File: src/rtl/brg_pkg.sv
`timescale 1ns/1ps
package brg_pkg;

  typedef enum logic {
    SRC_EXT = 1'b0,
    SRC_SYS = 1'b1
  } brg_src_e;

  // ticks spent on one output level for a given time constant
  function automatic int unsigned half_ticks(input int unsigned tc);
    return tc + 2;
  endfunction

endpackage

File: src/rtl/brg_src_sel.sv
`timescale 1ns/1ps
module brg_src_sel (
  input  logic sel,
  input  logic sys_tick,
  input  logic ext_tick,
  output logic tick
);
  import brg_pkg::*;

  brg_src_e src_w;

  assign src_w = brg_src_e'(sel);

  always_comb begin
    unique case (src_w)
      SRC_SYS: tick = sys_tick;
      SRC_EXT: tick = ext_tick;
      default: tick = 1'b0;
    endcase
  end
endmodule

File: src/rtl/brg_down_cnt.sv
`timescale 1ns/1ps
module brg_down_cnt #(
  parameter int TC_W = 16
) (
  input  logic            clk,
  input  logic            rst_n,
  input  logic            run,
  input  logic            tick,
  input  logic [TC_W-1:0] tc,
  output logic            cnt_zero,
  output logic            wrap_evt
);
  localparam int CNT_W = TC_W + 1;

  logic [CNT_W-1:0] cnt_q;
  logic             run_q;
  logic             start_w;
  logic             step_w;

  // reload value: one less than the half period, so the zero state is the last tick
  function automatic logic [CNT_W-1:0] reload_of(input logic [TC_W-1:0] t);
    int unsigned h;
    h = brg_pkg::half_ticks(32'(t));
    return CNT_W'(h - 1);
  endfunction

  assign start_w  = run && !run_q;
  assign step_w   = run && run_q && tick;
  assign cnt_zero = (cnt_q == '0);
  assign wrap_evt = step_w && cnt_zero;

  always_ff @(posedge clk or negedge rst_n) begin
    if (!rst_n) begin
      cnt_q <= '1;
      run_q <= 1'b0;
    end else begin
      run_q <= run;
      if (start_w) begin
        cnt_q <= reload_of(tc);
      end else if (step_w) begin
        if (cnt_zero) cnt_q <= reload_of(tc);
        else          cnt_q <= cnt_q - 1'b1;
      end
    end
  end


  cnt_hold_chk: assert property (@(posedge clk) disable iff (!rst_n)
    !run |=> $stable(cnt_q));


  load_nonzero_chk: assert property (@(posedge clk) disable iff (!rst_n)
    start_w |=> !cnt_zero);
endmodule

File: src/rtl/brg_out_stage.sv
`timescale 1ns/1ps
module brg_out_stage (
  input  logic clk,
  input  logic rst_n,
  input  logic wrap_evt,
  output logic baud,
  output logic pulse
);
  always_ff @(posedge clk or negedge rst_n) begin
    if (!rst_n) begin
      baud  <= 1'b0;
      pulse <= 1'b0;
    end else begin
      pulse <= wrap_evt;
      if (wrap_evt) baud <= !baud;
    end
  end


  pulse_with_edge_chk: assert property (@(posedge clk) disable iff (!rst_n)
    pulse |-> (baud != $past(baud)));
endmodule

File: src/rtl/baud_gen.sv
`timescale 1ns/1ps
module baud_gen #(
  parameter int BYTE_W = 8
) (
  input  logic              clk,
  input  logic              rst_n,
  input  logic [BYTE_W-1:0] tc_lo,
  input  logic [BYTE_W-1:0] tc_hi,
  input  logic              cnt_en,
  input  logic              src_sys,
  input  logic              sys_tick,
  input  logic              ext_tick,
  output logic              baud_out,
  output logic              zero_evt,
  output logic              zero_flag
);
  localparam int TC_W = 2 * BYTE_W;

  logic [TC_W-1:0] tc_w;
  logic            src_tick_w;
  logic            wrap_evt_w;
  logic            cnt_zero_w;

  assign tc_w = {tc_hi, tc_lo};

  brg_src_sel u_src (
    .sel      (src_sys),
    .sys_tick (sys_tick),
    .ext_tick (ext_tick),
    .tick     (src_tick_w)
  );

  brg_down_cnt #(.TC_W(TC_W)) u_cnt (
    .clk      (clk),
    .rst_n    (rst_n),
    .run      (cnt_en),
    .tick     (src_tick_w),
    .tc       (tc_w),
    .cnt_zero (cnt_zero_w),
    .wrap_evt (wrap_evt_w)
  );

  brg_out_stage u_out (
    .clk      (clk),
    .rst_n    (rst_n),
    .wrap_evt (wrap_evt_w),
    .baud     (baud_out),
    .pulse    (zero_evt)
  );

  assign zero_flag = cnt_zero_w;


  single_pulse_chk: assert property (@(posedge clk) disable iff (!rst_n)
    zero_evt |=> !zero_evt);


  flag_clear_on_wrap_chk: assert property (@(posedge clk) disable iff (!rst_n)
    zero_evt |-> !zero_flag);


  frozen_output_chk: assert property (@(posedge clk) disable iff (!rst_n)
    !cnt_en |=> ($stable(baud_out) && !zero_evt));
endmodule

File: config.mk
export PLATFORM = sky130hd
export DESIGN_NAME = baud_gen
export DESIGN_NICKNAME = d
export VERILOG_FILES = /design/src/rtl/brg_pkg.sv /design/src/rtl/brg_src_sel.sv /design/src/rtl/brg_down_cnt.sv /design/src/rtl/brg_out_stage.sv /design/src/rtl/baud_gen.sv
export SDC_FILE = /design/constraint.sdc
export NUM_CORES = 1
export LEC_CHECK = 0
export BUFFER_PORTS_ARGS = -buffer_cell sky130_fd_sc_hd__buf_4
export CORE_UTILIZATION = 55
export DETAILED_ROUTE_END_ITERATION = 7
export PLACE_DENSITY = 0.78
export SYNTH_ARGS = -nofsm -noshare
export SYNTH_HDL_FRONTEND = slang
export SYNTH_SLANG_ARGS = --single-unit
export TNS_END_PERCENT = 5
File: constraint.sdc
create_clock -name clk -period 5.2 [get_ports clk]
set_input_delay 0.78 -clock clk [delete_from_list [all_inputs] [get_ports clk]]
set_output_delay 0.78 -clock clk [all_outputs]
set_load 0.05 [all_outputs]
==> results of run 1 <==
layout make-up:
cell class | count | area, um^2
inverters | 10 | 37.5
repair buffers | 26 | 195
clock buffers | 4 | 36.3
flip-flops and latches | 20 | 522
fillers | 236 | 930
well taps | 31 | 38.8
multi-input cells | 145 | 998
layer usage:
layer  track usage, %  routed length, um  part of all wire [%]
met5                0                  0                     0
met4             9.41                 36                  0.93
met3             4.42                250                   6.5
met2             43.4               1840                    48
met1             38.3               1730                    45
cell usage in the layout (no fill, tap or decap), types with 8 or more instances in the layout:
cell type and instances:
buf_4 26, dfstp_2 17, nand2_1 15, nand3_1 13, inv_1 10, nor2_1 9
nand4_1 9, nor4_1 8, nor3_1 8
stage by stage:
step	cells	setup slack, ns
after floorplan	184	2.36
after global placement	232	2.58
after detailed placement	232	2.45
after CTS	236	2.39
after global routing	236	2.15
final	236	2.35
state kept, by name (all words and copies together) (netlist names):
signal	cells
u_cnt.run_q	1
u_out.pulse	1
u_cnt.cnt_q	17
u_out.baud	1
kinds of logic (layout without fill, tap and decap cells):
logic type | Yosys count | in the layout
AO/OA/AOI/OAI | 44 | 44
XOR/XNOR | 14 | 14
adder cells (fa/ha/maj) | 3 | 3
buffers and inverters | 19 | 40
flip-flops | 20 | 20
multiplexers | 5 | 5
AND/OR/NAND/NOR | 79 | 79
critical path: stages (launching register included):
cell and delay, ns:
dfstp_2 0.41, inv_1 0.10, ha_1 0.19, or3b_2 0.49
nor3_1 0.85, nand4_1 0.20, or4_1 0.45, nand4_1 0.10
path summary, 6_finish.rpt:
path	slack (ns)	depth (start not counted)	startpoint	to
min in group clk	0.48	1	u_out.baud$_DFFE_PN0P_	u_out.baud$_DFFE_PN0P_
worst max register to register	2.35	7	u_cnt.cnt_q[0]$_DFFE_PN1P_	u_cnt.cnt_q[16]$_DFFE_PN1P_
worst min-delay path	0.34	1	rst_n	u_cnt.run_q$_DFF_PN0_
max in group asynchronous	4.60	1	rst_n	u_cnt.cnt_q[10]$_DFFE_PN1P_
worst min register to register	0.48	1	u_out.baud$_DFFE_PN0P_	u_out.baud$_DFFE_PN0P_
worst max-delay path	2.35	7	u_cnt.cnt_q[0]$_DFFE_PN1P_	u_cnt.cnt_q[16]$_DFFE_PN1P_
report_power, final:
part           internal (mW)  switching [mW]
clock network         0.0428          0.0526
logic                 0.0604          0.0658
registers              0.209          0.0474
==> impl_metrics.ini, run 1 <==
[clock_tree]
h-tree-depth = 1
cts-resized-gates = 0
clk_latency_ns = 0.31
clk_pin_slew_ns = 0.13
clock-sinks = 20
cts.hold.buffers_added = 0
cts_inserted_buffers = 3
cts_tree = built
cts_setup_buffers = 0
clk_path_buf_depth = 2
cts.root.buffer_cell = clkbuf_4

[yosys]
yosys.cell_types.count = 48
yosys.area_share.simple_pct = 29.0
synth_top_family_by_area = simple AND/OR/NAND/NOR gates
synthAdderAreaFrac_pct = 2.35
synth_seq_area_share_pct = 32.7
yosysMostFrequentCell = dfstp_2
synth_common_cells = dfstp_2 (17), nand2_1 (15), nand3_1 (13)
syn-cell-area_um2 = 1600
syn-mean-instance-area_um2 = 8.68
synthCells = 184
synthTopCellsByArea = dfstp_2 (28%), dfrtp_1 (4.7%), nand3_1 (4.1%)
synth_compound_area_share_pct = 20.3
synth_area_leader_cell = dfstp_2
yosysTopAreaCellShare_pct = 28.0
ys_seq_elements = 20
synth_edf_count = 0
synthArstFlopShare_pct = 100
ys.flop_type = dfstp_2
yosysWarnings = 0
muxShareOfSynthArea_pct = 3.21
synth_xor_area_share_pct = 7.68
syn_nets = 209

[timing]
setup_viol = 0
layout_min_cycle_time_ns = 2.85
rsz0062_at_grt = false
fmax_mhz = 351
holdWs_ns = 0.336
relSlewSlack_pct = 26.7
hold_viol = 0
post-route-period-util_pct = 54.8
tns_ns = 0
drv_slew = 0
skew_ns = 0.00828
worst_slew_pin_slew_ns = 1.09

[finish]
post-route-util_pct = 66.3
num_antenna_cells = 0
drive_gt1_share_pct = 27.3
num-nets-final = 231
area_growth_pct = 14.5
fin_area_um2 = 1830

[pwr]
ir_drop_mv = 0.167
total_power_mw = 0.478
p_leak_nw = 0.726
cellPowerDensity_nw_per_um2 = 261

[placement]
placed_area_um2 = 1790
port_buffers = 24
gp_congestion = 0.879
hpwl_mm = 2.79

[grt]
grt_pass1_wl_mm = 6.82
grt_pass1_vias = 1530
grt_usage_pct = 27.4
overflow = 0
grt_antenna_before_repair = 0
grt_max_degree = 30

[die]
die-area_um2 = 3120
die_width_um = 55.9
core_area_um2 = 2760
die_height_um = 55.9
rows = 19
ios = 25
start_util_pct = 57.9

[route]
totalWireLength_mm = 3.85
viasPerCell = 6.59
antenna_left = 0
detail_route.first_pass.iterations = 4
wire_per_inst_um = 16.3
drc = 0
vias = 1556
initialDrtViolationCount = 47

[outcome]
status = complete, no violations

[worst_hold_path]
hold_class = input pin to async pin

[worst_setup_path]
crit_type = flop to flop
crit_path_end_kind = flop
cp.required_ns = 5.46
critPathLaunchType = flop
cp_max_fo = 11
critPathArrivalTime_ns = 3.11

[run]
maxCapViolations = 0
Power figures use the tool's default switching activity.
==> run 2, diff against run 1 <==
==> constraint.sdc (replaced) <==
create_clock -name clk -period 2.9 [get_ports clk]
set_input_delay 0.435 -clock clk [delete_from_list [all_inputs] [get_ports clk]]
set_output_delay 0.435 -clock clk [all_outputs]
set_load 0.05 [all_outputs]
==> impl_metrics.ini, run 2 (synthesis gave the netlist of run 1 again) <==
[die]
die_width_um = 55.9
start_util_pct = 57.9
rows = 19
core_area_um2 = 2760
die-area_um2 = 3120
die_height_um = 55.9
ios = 25

[placement]
port_buffers = 24
hpwl_mm = 2.84
gp_congestion = 0.870
dp.cells = 234
place_ws_ns = 0.661

[worst_setup_path]
reg2reg_depth = 8
critPathArrivalTime_ns = 1.91
startpoint = u_cnt.cnt_q[6]$_DFFE_PN1P_
cp.required_ns = 2.47
rr_endpoint = u_cnt.cnt_q[16]$_DFFE_PN1P_
crit_path_end_kind = primary output
cp_max_fo = 7
r2r_start = u_cnt.cnt_q[0]$_DFFE_PN1P_
r2r_slack_ns = 0.60
critPathLaunchType = flop
crit_type = flop to primary output

[finish]
top_register = u_cnt.cnt_q
final_cell_mix = buf_4 (28), dfstp_2 (17), nand2_1 (15), nand3_1 (13), inv_1 (10)
drive_gt1_share_pct = 27.9
largest_reg_flops = 17
final_cells = 239
area_growth_pct = 17.1
num-nets-final = 234
fillers = 221
final_common_cell = buf_4
post-route-util_pct = 67.8
seq_area_um2 = 522
multi_input_area_um2 = 998
num_antenna_cells = 0

[worst_hold_path]
hold_path_depth = 1
hold_end = u_cnt.run_q$_DFF_PN0_
hold_class = input pin to flop
hold_start = cnt_en

[clock_tree]
clk_pin_slew_ns = 0.12
clk_path_buf_depth = 2
cts.root.buffer_cell = clkbuf_4
cts_setup_buffers = 0
cts_inserted_buffers = 3
clock-sinks = 20
h-tree-depth = 1
cts.hold.buffers_added = 1
clk_latency_ns = 0.32
cts-resized-gates = 0
cts_tree = built

[route]
viasPerCell = 6.41
drc = 0
initialDrtViolationCount = 125
vias = 1532
antenna_left = 0
detail_route.first_pass.iterations = 5
wire_per_inst_um = 16.0
totalWireLength_mm = 3.83

[timing]
timing.final.ws_setup_ns = 0.555
post-route-period-util_pct = 80.9
setup_viol = 0
skew_ns = 0.00148
relSlewSlack_pct = 60.5
rsz0062_at_grt = false
tns_ns = 0
worst_slew_pin_slew_ns = 0.589
fmax_mhz = 426
hold_viol = 0
drv_slew = 0
layout_min_cycle_time_ns = 2.35

[grt]
grt_pass1_vias = 1446
overflow = 0
grt_antenna_before_repair = 0
grt_usage_pct = 26.7
grt_pass1_wl_mm = 6.56
grt_max_degree = 30

[pwr]
p_leak_nw = 0.748
cellPowerDensity_nw_per_um2 = 497
ir_drop_mv = 0.375

[run]
maxCapViolations = 0

[outcome]
status = complete, no violations
==> run 2: cell types whose count changed in the layout (fill, tap and decap cells not counted) <==
| cell | before | now |
|---|---|---|
| buf_4 | 26 | 28 |
| bufinv_16 | 0 | 1 |
| dlygate4sd3_1 | 0 | 1 |
| clkbuf_8 | 1 | 0 |
==> run 2: worst max-delay path by stage <==
stage,to,depth (start not counted)
final,zero_flag,4
after global routing,zero_flag,4
after CTS,zero_flag,4
after detailed placement,u_cnt.cnt_q[16]$_DFFE_PN1P_,8
after global placement,u_cnt.cnt_q[16]$_DFFE_PN1P_,8
after floorplan,u_out.baud$_DFFE_PN0P_,6
==> run 2: worst max-delay path, stage by stage, from the launching register on <==
cell	delay, ns
dfstp_2	0.43
nor4_4	0.44
nand2b_1	0.18
nor3_1	0.29
buf_4	0.25
==> run 2: through the flow <==
stage	hold slack [ns]	power (mW)	cell area, um^2
after floorplan	0.139	0.598	1600
after global placement	0.326	0.673	1810
after detailed placement	0.326	0.687	1810
after CTS	0.236	0.926	1870
after global routing	0.228	0.976	1870
final	0.247	0.929	1870
==> run 2: power breakdown <==
part / internal, mW / switching, mW
Combinational: 0.111 / 0.121
Clock: 0.140 / 0.0977
Sequential: 0.374 / 0.0858
==> run 2: cell type report <==
type,count,share of cell area [%]
multi-input cells,145,53.4
flip-flops and latches,20,27.9
repair buffers,29,11.8
well taps,31,2.07
inverters,10,2.01
clock inverters,1,1.61
clock buffers,3,1.20
==> run 2: routing by layer <==
layer / global-route usage [%] / vias up / part of all wire, %
met2: 43.7 / 72 / 46
met1: 35.9 / 694 / 45
met5: 0 / - / 0
met4: 10.8 / 0 / 2.1
li1: - / 755 / -
met3: 3.72 / 11 / 6.2
